===== config.mk =====
export PLATFORM = sky130hd
export DESIGN_NAME = dctmr_top
export DESIGN_NICKNAME = d
export VERILOG_FILES = /design/src/rtl/dctmr_pkg.sv /design/src/rtl/dctmr_ensync.sv /design/src/rtl/dctmr_prescale.sv /design/src/rtl/dctmr_channel.sv /design/src/rtl/dctmr_top.sv
export SDC_FILE = /design/constraint.sdc
export NUM_CORES = 1
export LEC_CHECK = 0
export BUFFER_PORTS_ARGS = -buffer_cell sky130_fd_sc_hd__buf_4
export CAP_MARGIN = 0
export CORE_MARGIN = 2
export CORE_UTILIZATION = 57
export DETAILED_ROUTE_END_ITERATION = 16
export GPL_TIMING_DRIVEN = 1
export MAX_ROUTING_LAYER = met4
export PLACE_DENSITY = 0.75
export SYNTH_ARGS = -nofsm -noshare
export SYNTH_HDL_FRONTEND = slang
export SYNTH_SLANG_ARGS = --single-unit

===== constraint.sdc =====
create_clock -name clk -period 3.2 [get_ports clk]
set_clock_uncertainty 0.1 [all_clocks]
set_input_delay 0.16 -clock clk [delete_from_list [all_inputs] [get_ports clk]]
set_output_delay 0.16 -clock clk [all_outputs]
set_load 0.05 [all_outputs]

===== src/rtl/dctmr_pkg.sv =====
package dctmr_pkg;

  // bit positions of the control word as seen on the bus
  localparam int CTL_EN_BIT   = 0;
  localparam int CTL_RLD_BIT  = 1;
  localparam int CTL_PRE_LSB  = 4;
  localparam int CTL_ONE_BIT  = 7;
  localparam int PRE_W        = 3;

  typedef struct packed {
    logic              oneshot;
    logic [PRE_W-1:0]  pres;
    logic              reload;
    logic              en;
  } ctl_t;

  function automatic ctl_t ctl_unpack(input logic [31:0] w);
    ctl_t c;
    c.en      = w[CTL_EN_BIT];
    c.reload  = w[CTL_RLD_BIT];
    c.pres    = w[CTL_PRE_LSB +: PRE_W];
    c.oneshot = w[CTL_ONE_BIT];
    return c;
  endfunction

  function automatic logic [31:0] ctl_pack(input ctl_t c);
    logic [31:0] w;
    w = '0;
    w[CTL_EN_BIT]              = c.en;
    w[CTL_RLD_BIT]             = c.reload;
    w[CTL_PRE_LSB +: PRE_W]    = c.pres;
    w[CTL_ONE_BIT]             = c.oneshot;
    return w;
  endfunction

endpackage


===== src/rtl/dctmr_ensync.sv =====
module dctmr_ensync #(
  parameter int STAGES = 2
) (
  input  logic clk,
  input  logic rst_n,
  input  logic en_i,
  input  logic flush_i,
  output logic run_o
);
  logic [STAGES-1:0] sr_q;

  always_ff @(posedge clk or negedge rst_n) begin
    if (!rst_n)       sr_q <= '0;
    else if (flush_i) sr_q <= '0;
    else              sr_q <= (sr_q << 1) | STAGES'(en_i);
  end

  assign run_o = sr_q[STAGES-1];
endmodule


===== src/rtl/dctmr_prescale.sv =====
module dctmr_prescale #(
  parameter int PRE_W = 3
) (
  input  logic             clk,
  input  logic             rst_n,
  input  logic             run_i,
  input  logic [PRE_W-1:0] pres_i,
  output logic             tick_o
);
  localparam int DIV_W = (1 << PRE_W) - 1;

  logic [DIV_W-1:0] div_q, mask;

  assign mask   = ~({DIV_W{1'b1}} << pres_i);
  assign tick_o = run_i && (div_q == mask);

  always_ff @(posedge clk or negedge rst_n) begin
    if (!rst_n)      div_q <= '0;
    else if (!run_i) div_q <= '0;
    else if (tick_o) div_q <= '0;
    else             div_q <= div_q + 1'b1;
  end
endmodule


===== src/rtl/dctmr_channel.sv =====
module dctmr_channel
  import dctmr_pkg::*;
#(
  parameter int CNT_W       = 56,
  parameter int SYNC_STAGES = 2
) (
  input  logic             clk,
  input  logic             rst_n,
  input  logic             ctl_we,
  input  logic             ival_lo_we,
  input  logic             ival_hi_we,
  input  logic [31:0]      wdata,
  output ctl_t             ctl_o,
  output logic [CNT_W-1:0] ival_o,
  output logic [CNT_W-1:0] cnt_o,
  output logic             run_o,
  output logic             expire_o
);
  localparam int HI_W = CNT_W - 32;

  ctl_t             ctl_q;
  logic [CNT_W-1:0] ival_q, cnt_q;
  logic             run, tick, stop_now;

  assign expire_o = tick && (cnt_q == '0);
  assign stop_now = expire_o && ctl_q.oneshot;

  dctmr_ensync #(.STAGES(SYNC_STAGES)) sync_i (
    .clk(clk), .rst_n(rst_n), .en_i(ctl_q.en), .flush_i(stop_now), .run_o(run)
  );

  dctmr_prescale #(.PRE_W(PRE_W)) pre_i (
    .clk(clk), .rst_n(rst_n), .run_i(run), .pres_i(ctl_q.pres), .tick_o(tick)
  );

  always_ff @(posedge clk or negedge rst_n) begin
    if (!rst_n) begin
      ctl_q <= '0;
    end else if (ctl_we) begin
      ctl_q <= ctl_unpack(wdata);
    end else begin
      if (ctl_q.reload) ctl_q.reload <= 1'b0;
      if (stop_now)     ctl_q.en     <= 1'b0;
    end
  end

  always_ff @(posedge clk or negedge rst_n) begin
    if (!rst_n) begin
      ival_q <= '0;
    end else begin
      if (ival_lo_we) ival_q[31:0]       <= wdata;
      if (ival_hi_we) ival_q[CNT_W-1:32] <= wdata[HI_W-1:0];
    end
  end

  always_ff @(posedge clk or negedge rst_n) begin
    if (!rst_n)                          cnt_q <= '0;
    else if (ctl_q.reload)               cnt_q <= ival_q;
    else if (expire_o && !ctl_q.oneshot) cnt_q <= ival_q;
    else if (tick && !expire_o)          cnt_q <= cnt_q - 1'b1;
  end

  assign ctl_o  = ctl_q;
  assign ival_o = ival_q;
  assign cnt_o  = cnt_q;
  assign run_o  = run;
endmodule


===== src/rtl/dctmr_top.sv =====
module dctmr_top
  import dctmr_pkg::*;
#(
  parameter int NCH         = 4,
  parameter int CNT_W       = 56,
  parameter int ADDR_W      = 8,
  parameter int SYNC_STAGES = 2
) (
  input  logic              clk,
  input  logic              rst_n,
  input  logic              req_valid,
  output logic              req_ready,
  input  logic              req_write,
  input  logic [ADDR_W-1:0] req_addr,
  input  logic [31:0]       req_wdata,
  output logic              rsp_valid,
  output logic [31:0]       rsp_rdata,
  output logic [NCH-1:0]    irq
);
  localparam int HI_W      = CNT_W - 32;
  localparam int STRIDE    = 32;
  localparam int OFF_CTL   = 16;
  localparam int OFF_IVLO  = 20;
  localparam int OFF_IVHI  = 24;
  localparam int OFF_CNLO  = 28;
  localparam int OFF_CNHI  = 32;
  localparam logic [ADDR_W-1:0] A_IE   = ADDR_W'(0);
  localparam logic [ADDR_W-1:0] A_STAT = ADDR_W'(4);

  logic wr_go, rd_go;
  logic [NCH-1:0] ie_q, status_q, expire_v, run_v, reload_v;
  ctl_t [NCH-1:0] ctl_a;
  logic [NCH-1:0][CNT_W-1:0] ival_v, cnt_v;
  logic [NCH-1:0][HI_W-1:0]  snap_q;
  logic [31:0] rd_mux;

  assign req_ready = 1'b1;
  assign wr_go = req_valid && req_write;
  assign rd_go = req_valid && !req_write;

  for (genvar n = 0; n < NCH; n++) begin : g_ch
    localparam logic [ADDR_W-1:0] BASE = ADDR_W'(STRIDE * n);
    logic ctl_we, lo_we, hi_we;
    assign ctl_we = wr_go && (req_addr == BASE + ADDR_W'(OFF_CTL));
    assign lo_we  = wr_go && (req_addr == BASE + ADDR_W'(OFF_IVLO));
    assign hi_we  = wr_go && (req_addr == BASE + ADDR_W'(OFF_IVHI));

    dctmr_channel #(.CNT_W(CNT_W), .SYNC_STAGES(SYNC_STAGES)) chan_i (
      .clk(clk), .rst_n(rst_n),
      .ctl_we(ctl_we), .ival_lo_we(lo_we), .ival_hi_we(hi_we),
      .wdata(req_wdata),
      .ctl_o(ctl_a[n]), .ival_o(ival_v[n]), .cnt_o(cnt_v[n]),
      .run_o(run_v[n]), .expire_o(expire_v[n])
    );

    assign reload_v[n] = ctl_a[n].reload;

    always_ff @(posedge clk or negedge rst_n) begin
      if (!rst_n) snap_q[n] <= '0;
      else if (rd_go && req_addr == BASE + ADDR_W'(OFF_CNLO))
        snap_q[n] <= cnt_v[n][CNT_W-1:32];
    end
  end

  always_ff @(posedge clk or negedge rst_n) begin
    if (!rst_n) begin
      ie_q     <= '0;
      status_q <= '0;
    end else begin
      if (wr_go && req_addr == A_IE) ie_q <= req_wdata[NCH-1:0];
      status_q <= (status_q & ~((wr_go && req_addr == A_STAT) ? req_wdata[NCH-1:0] : '0))
                  | expire_v;
    end
  end

  assign irq = status_q & ie_q;

  always_comb begin
    rd_mux = '0;
    if (req_addr == A_IE)   rd_mux = 32'(ie_q);
    if (req_addr == A_STAT) rd_mux = 32'(status_q);
    for (int n = 0; n < NCH; n++) begin
      if (req_addr == ADDR_W'(STRIDE * n + OFF_CTL))  rd_mux = ctl_pack(ctl_a[n]);
      if (req_addr == ADDR_W'(STRIDE * n + OFF_IVLO)) rd_mux = ival_v[n][31:0];
      if (req_addr == ADDR_W'(STRIDE * n + OFF_IVHI)) rd_mux = 32'(ival_v[n][CNT_W-1:32]);
      if (req_addr == ADDR_W'(STRIDE * n + OFF_CNLO)) rd_mux = cnt_v[n][31:0];
      if (req_addr == ADDR_W'(STRIDE * n + OFF_CNHI)) rd_mux = 32'(snap_q[n]);
    end
  end

  always_ff @(posedge clk or negedge rst_n) begin
    if (!rst_n) begin
      rsp_valid <= 1'b0;
      rsp_rdata <= '0;
    end else begin
      rsp_valid <= rd_go;
      if (rd_go) rsp_rdata <= rd_mux;
    end
  end
endmodule


==> flow_summary_export.csv, run 1 <==
group,metric,value,unit
clocking,cts_buffer_depth,3,
yosys,async_flop_share,1.00,
yosys,netlist_area,33700,um2
timing,max_slew_margin,0.167,
global_route,track_usage,0.435,
run_status,violations,"negative setup slack",
power_and_ir_drop,leakagePower,0.0183,uW
yosys,ys_top_cells_by_count,"dfrtp_1 (645), mux2_2 (380), nand2_1 (316), nor2_1 (224), o21ai_0 (195)",
route,route.detailed.drc,0,
route,wirelength,128000,um
power_and_ir_drop,ir_worst_vdd,0.537,mV
cells_and_area,seq_area,16100,um2
yosys,synth_top_area_cell,"dfrtp_1",
placement,gp_congestion,1.04,
worst_setup_path,cp.arrival,3670,ps
floorplan,core,58800,um2
power_and_ir_drop,totalPowerFinal,29500,uW
clocking,numCtsBuffers,70,
timing,finalCritPeriodShare,1.01,
timing,hold_viol_final,0,
flow_run,cap_violations,0,
cells_and_area,areaGrowthSynthToFinish,19.5,%
placement,dp.cells,4242,
yosys,synth_area_leaders,"dfrtp_1 (48%), mux2_2 (13%), nand2_1 (3.5%), o21ai_0 (2.9%), nor2_1 (2.5%)",
floorplan,die_y,247,um
yosys,yosysMostFrequentCell,"dfrtp_1",
clocking,clock_tree.root_cell,"clkbuf_16",
yosys,synth_edf_count,0,
worst_setup_path,end_kind,"flop",
yosys,synth_nets,3347,
yosys,synth.distinct_cells,83,
floorplan,start_util,0.574,
global_route,antenna_found_initial,2,
placement,place_area,37300,um2
yosys,synth_seq_cells,645,
global_route,grt_pass1_vias,28700,
floorplan,dieWidth,247,um
route,postRouteAntennaNets,0,
worst_setup_path,reg2reg_setup_slack,-40,ps
yosys,ys_seq_area_frac,0.479,
route,vias_per_cell,6.87,
yosys,synth_flop_cell,"dfrtp_1",
worst_setup_path,crit_type,"reg -> reg",
timing,tightest_slew,1250,ps
floorplan,core.rowCount,89,
cells_and_area,nNetsFinal,3635,
yosys,avgSynthCellArea,10.2,um2
placement,dp_hpwl,93000,um
yosys,synth_top_area_frac,0.479,
worst_setup_path,reg2regPathDepth,9,
timing,setup_viol,4,
power_and_ir_drop,powerDensity,731,nW/um2
timing,clock.fmax,309,MHz
global_route,grt_pass1_wl,191000,um
cells_and_area,final_cell_count_no_fill,4410,
timing,rsz0062_at_grt,"true",
route,vias,30300,
placement,io_buffer_count,80,
global_route,grt_max_degree,74,
clocking,htree_levels,3,
clocking,clkSinkCount,645,
worst_setup_path,critPathCapture,"g_ch[1].chan_i.cnt_o[17]$_DFFE_PN0P_",
cells_and_area,drive_above_1_share,0.269,
clocking,cts_tree,"done",
placement,post-place-ws,16.7,ps
route,drt_iter0_markers,3835,
route,dr.pass1.iters,8,
clocking,clk_latency,630,ps
cells_and_area,nFillCells,4485,
yosys,netlist_instances,3295,
cells_and_area,multi_input_area,16900,um2
cells_and_area,fin_area,40300,um2
timing,layout_min_cycle_time,3240,ps
clocking,path_clk_slew,60,ps
timing,tns,-45.9,ps
timing,slew_violations,0,
worst_setup_path,start_kind,"flop",
yosys,yosys_warnings,0,
floorplan,dieArea,61100,um2
worst_setup_path,rr_endpoint,"g_ch[1].chan_i.cnt_o[17]$_DFFE_PN0P_",
route,wl_per_cell,29.1,um
worst_setup_path,critPathRequiredTime,3630,ps
floorplan,ioPinCount,82,
worst_setup_path,cp_max_fo,17,
worst_setup_path,r2r_start,"g_ch[1].chan_i.cnt_o[48]$_DFFE_PN0P_",
hold_path,hold_path.class,"in -> async",
timing,setup_slack,-40.3,ps
run_status,status,"finished, violations left",
global_route,grt.overflow.total,0,
worst_setup_path,crit_start,"g_ch[1].chan_i.cnt_o[48]$_DFFE_PN0P_",
timing repair:
| item | 4_1_cts | 5_1_grt |
|---|---|---|
| hold buffers | 33 | 0 |
| pin swaps | 0 | 3 |
| setup buffers | 0 | 3 |
| endpoints found under the setup margin | 4 | 125 |
| endpoints found under the hold margin | 460 | 0 |
| resized for setup | 3 | 58 |
| cloned | 0 | 6 |
per-stage QoR:
step                 util  hold slack, ps
floorplan               -            -236
global route        0.685            79.4
finish              0.685            39.1
CTS                 0.679            41.4
global placement    0.634            81.0
detailed placement  0.634            91.5
cells by family (layout without fill, tap and decap cells):
| kind of cell | after synthesis | after routing | share of synthesized area |
|---|---|---|---|
| flip-flops | 645 | 645 | 0.479 |
| AND/OR/NAND/NOR | 1087 | 1087 | 0.162 |
| XOR/XNOR | 171 | 171 | 0.0444 |
| buffers and inverters | 254 | 593 | 0.0294 |
| adder cells (fa/ha/maj) | 8 | 8 | 0.00297 |
| other | 1 | 4 | 0.000111 |
| multiplexers | 416 | 416 | 0.139 |
| AO/OA/AOI/OAI | 713 | 713 | 0.143 |
routing by layer:
metal / GRT usage / vias to the layer above / share of wire
li1: - / 12800 / -
met1: 0.625 / 15200 / 0.41
met2: 0.589 / 1934 / 0.42
met3: 0.0988 / 308 / 0.12
met4: 0.183 / 0 / 0.051
met5: - / - / 0
report_power, final:
| part | internal (uW) | switching (uW) |
|---|---|---|
| registers | 9220 | 1370 |
| clock network | 4860 | 3510 |
| logic | 4350 | 6170 |
worst max-delay path, cell delays in order (launching register included):
cell and delay (ps):
dfrtp_1 380, or4_4 540, or4_4 460, or2_4 250, or4_4 510, o31ai_4 340
buf_6 230, buf_12 160, nand2_1 80, o21ai_1 100
layout make-up:
| cell class | count | area share |
|---|---|---|
| timing repair buffer | 433 | 0.0955 |
| multi-input combinational | 2396 | 0.419 |
| clock buffer | 103 | 0.0519 |
| sequential | 645 | 0.401 |
| inverter | 37 | 0.00345 |
| antenna | 3 | 0.000186 |
| clock inverter | 20 | 0.00562 |
| tap | 773 | 0.0240 |
worst min-delay path by stage:
| stage | end | slack (ps) | depth (start not counted) |
|---|---|---|---|
| 2_1_floorplan | g_ch[0].chan_i.cnt_o[0]$_DFFE_PN0P_ | -240 | 0 |
| 3_3_place_gp | g_ch[0].chan_i.pre_i.div_q[3]$_DFF_PN0_ | 80 | 1 |
| 3_5_place_dp | g_ch[0].chan_i.pre_i.div_q[3]$_DFF_PN0_ | 90 | 1 |
| 4_1_cts | g_ch[1].chan_i.ctl_o[1]$_DFF_PN0_ | 40 | 5 |
| 5_1_grt | g_ch[0].chan_i.ival_o[8]$_DFFE_PN0P_ | 80 | 2 |
| 6_report | g_ch[0].chan_i.pre_i.div_q[1]$_DFF_PN0_ | 40 | 2 |
flip-flops by register name, indices dropped and copies added, names as in the netlist, 4 cells and up:
name and cells:
snap_q 96, g_ch.chan_i.ival_o 224, g_ch.chan_i.pre_i.div_q 28, g_ch.chan_i.sync_i.sr_q 8
ie_q 4, status_q 4, rsp_rdata 32, g_ch.chan_i.cnt_o 224
g_ch.chan_i.ctl_o 24
placed cells by master (no fill, tap or decap), drive strengths merged, types with 40 or more instances in the layout:
cell	instances
a21oi	125
a221oi	49
a22oi	40
a31oi	40
buf	394
clkbuf	109
dfrtp	645
mux2	380
nand2	316
nand3	77
nand4	64
nor2	224
nor3	90
nor4	81
o21ai	212
or3	61
xnor2	91
xor2	80
Power figures use the tool's default switching activity.
==> run 2, diff against run 1 <==
- CORE_UTILIZATION: 57 -> 50
- PLACE_DENSITY: 0.75 -> 0.67
==> run 2 against run 1 <==
Effect of this change:
- the flow finishes with violations (negative hold slack, negative setup slack)
- sequential share of layout area down 0.75 points
- final cell count up 3.1%
- utilization down 7.2 points
- routed wire length up 2.3%
- sequential power about the same
- cell area up 1.9%
- via count down 0.17%
- register-to-register slack about the same
- clock-buffer cell count up 6
- global-route usage down 5.1 points
- hold slack worse by 63 ps
- combinational power up 4%
- critical path type unchanged
- critical endpoint is now g_ch[1].chan_i.cnt_o[14]$_DFFE_PN0P_
==> flow_summary_export.csv, run 2 (synthesis results as in run 1) <==
group,metric,value,unit
run_status,status,"finished, violations left",
run_status,violations,"negative hold slack, negative setup slack",
timing,tightest_slew,1130,ps
power_and_ir_drop,ir_worst_vdd,0.472,mV
route,wl_per_cell,28.9,um
clocking,clock_tree.root_cell,"clkbuf_16",
route,drt_iter0_markers,4246,
clocking,clkSinkCount,645,
global_route,grt_pass1_wl,194000,um
cells_and_area,multi_input_area,17100,um2
route,dr.pass1.iters,5,
global_route,track_usage,0.384,
clocking,cts_tree,"done",
cells_and_area,drive_above_1_share,0.285,
placement,dp_hpwl,94600,um
timing,setup_slack,-32.7,ps
timing,tns,-168,ps
floorplan,core,66900,um2
hold_path,hold_path.class,"in -> async",
global_route,grt.overflow.total,0,
timing,hold_viol_final,6,
route,vias_per_cell,6.65,
route,postRouteAntennaNets,0,
route,vias,30200,
worst_setup_path,cp.arrival,3680,ps
timing,max_slew_margin,0.248,
timing,setup_viol,12,
placement,post-place-ws,-95.1,ps
power_and_ir_drop,totalPowerFinal,30200,uW
floorplan,die_y,264,um
timing,finalCritPeriodShare,1.01,
floorplan,dieArea,69500,um2
global_route,antenna_found_initial,11,
placement,dp.cells,4352,
clocking,path_clk_slew,60,ps
clocking,numCtsBuffers,74,
timing,rsz0062_at_grt,"true",
flow_run,cap_violations,0,
floorplan,start_util,0.504,
clocking,htree_levels,3,
worst_setup_path,start_kind,"flop",
floorplan,ioPinCount,82,
worst_setup_path,critPathRequiredTime,3650,ps
cells_and_area,final_cell_count_no_fill,4548,
timing,clock.fmax,309,MHz
clocking,clk_latency,630,ps
route,wirelength,131000,um
clocking,cts_buffer_depth,3,
placement,io_buffer_count,80,
floorplan,core.rowCount,95,
global_route,grt_pass1_vias,29000,
worst_setup_path,end_kind,"flop",
cells_and_area,layout_commonest_cell,"dfrtp_1",
cells_and_area,layout_common_cells,"dfrtp_1 (644), mux2_2 (380), buf_4 (375)",
power_and_ir_drop,leakagePower,0.0186,uW
cells_and_area,seq_area,16100,um2
cells_and_area,nFillCells,5520,
timing,fin_hold_ws,-24.4,ps
floorplan,dieWidth,264,um
global_route,grt_max_degree,92,
cells_and_area,nNetsFinal,3663,
timing,layout_min_cycle_time,3230,ps
cells_and_area,areaGrowthSynthToFinish,21.8,%
timing,slew_violations,0,
worst_setup_path,cp_max_fo,7,
placement,gp_congestion,1.05,
route,route.detailed.drc,0,
power_and_ir_drop,powerDensity,737,nW/um2
worst_setup_path,crit_type,"reg -> reg",
-- run 2: cell type report --
| cell class | instances | area share |
|---|---|---|
| Antenna cell | 6 | 0.000366 |
| Clock buffer | 109 | 0.0530 |
| Clock inverter | 25 | 0.00713 |
| Inverter | 37 | 0.00338 |
| Multi-Input combinational cell | 2396 | 0.415 |
| Sequential cell | 645 | 0.393 |
| Tap cell | 873 | 0.0266 |
| Timing Repair Buffer | 457 | 0.101 |
-- run 2: timing repair --
item,4_1_cts,5_1_grt
endpoints found under the setup margin,91,208
setup buffers,6,7
pin swaps,2,17
cloned,3,7
hold buffers,33,0
hold endpoints to repair,519,0
resized for setup,10,108
-- run 2: report_power, final --
group | switching (uW) | internal [uW]
combinational | 6350 | 4530
sequential | 1340 | 9220
clock | 3610 | 5200
-- run 2: critical path: stages, from the launching register on --
cell and delay, ps:
dfrtp_1 380, or4_1 530, or4_4 480, or2_4 260, or4_4 570, o31ai_4 260, buf_6 230, clkbuf_16 200
nand2_1 70, o21ai_1 80
-- run 2: per-stage QoR --
step | cell area [um2] | utilization | hold WS, ps
final | 41100 | 0.614 | -24.4
after global routing | 41100 | 0.614 | 57.7
after CTS | 40500 | 0.605 | 6.88
after detailed placement | 37500 | 0.561 | 75.3
after global placement | 37500 | 0.561 | 81.2
after floorplan | 33700 | - | -236
-- run 2: path summary, 6_finish.rpt --
check                                                        start                                      end  slack [ps]  depth (start not counted)
setup / recovery              g_ch[1].chan_i.cnt_o[48]$_DFFE_PN0P_     g_ch[1].chan_i.cnt_o[14]$_DFFE_PN0P_         -30                          9
hold / removal                                               rst_n  g_ch[0].chan_i.pre_i.div_q[6]$_DFF_PN0_         -20                          2
setup reg to reg              g_ch[1].chan_i.cnt_o[48]$_DFFE_PN0P_     g_ch[1].chan_i.cnt_o[14]$_DFFE_PN0P_         -30                          9
hold reg to reg            g_ch[2].chan_i.sync_i.sr_q[0]$_DFF_PN0_  g_ch[2].chan_i.sync_i.sr_q[1]$_DFF_PN0_         350                          1
max in group asynchronous                                    rst_n                   snap_q[64]$_DFFE_PN0P_        1950                          3
min in group clk                                         req_valid                 rsp_rdata[3]$_DFFE_PN0P_          60                          5
-- run 2: metal layers --
metal	track usage	part of all wire
met5	-	0
met1	0.559	0.44
met3	0.0776	0.10
met4	0.136	0.040
met2	0.528	0.42
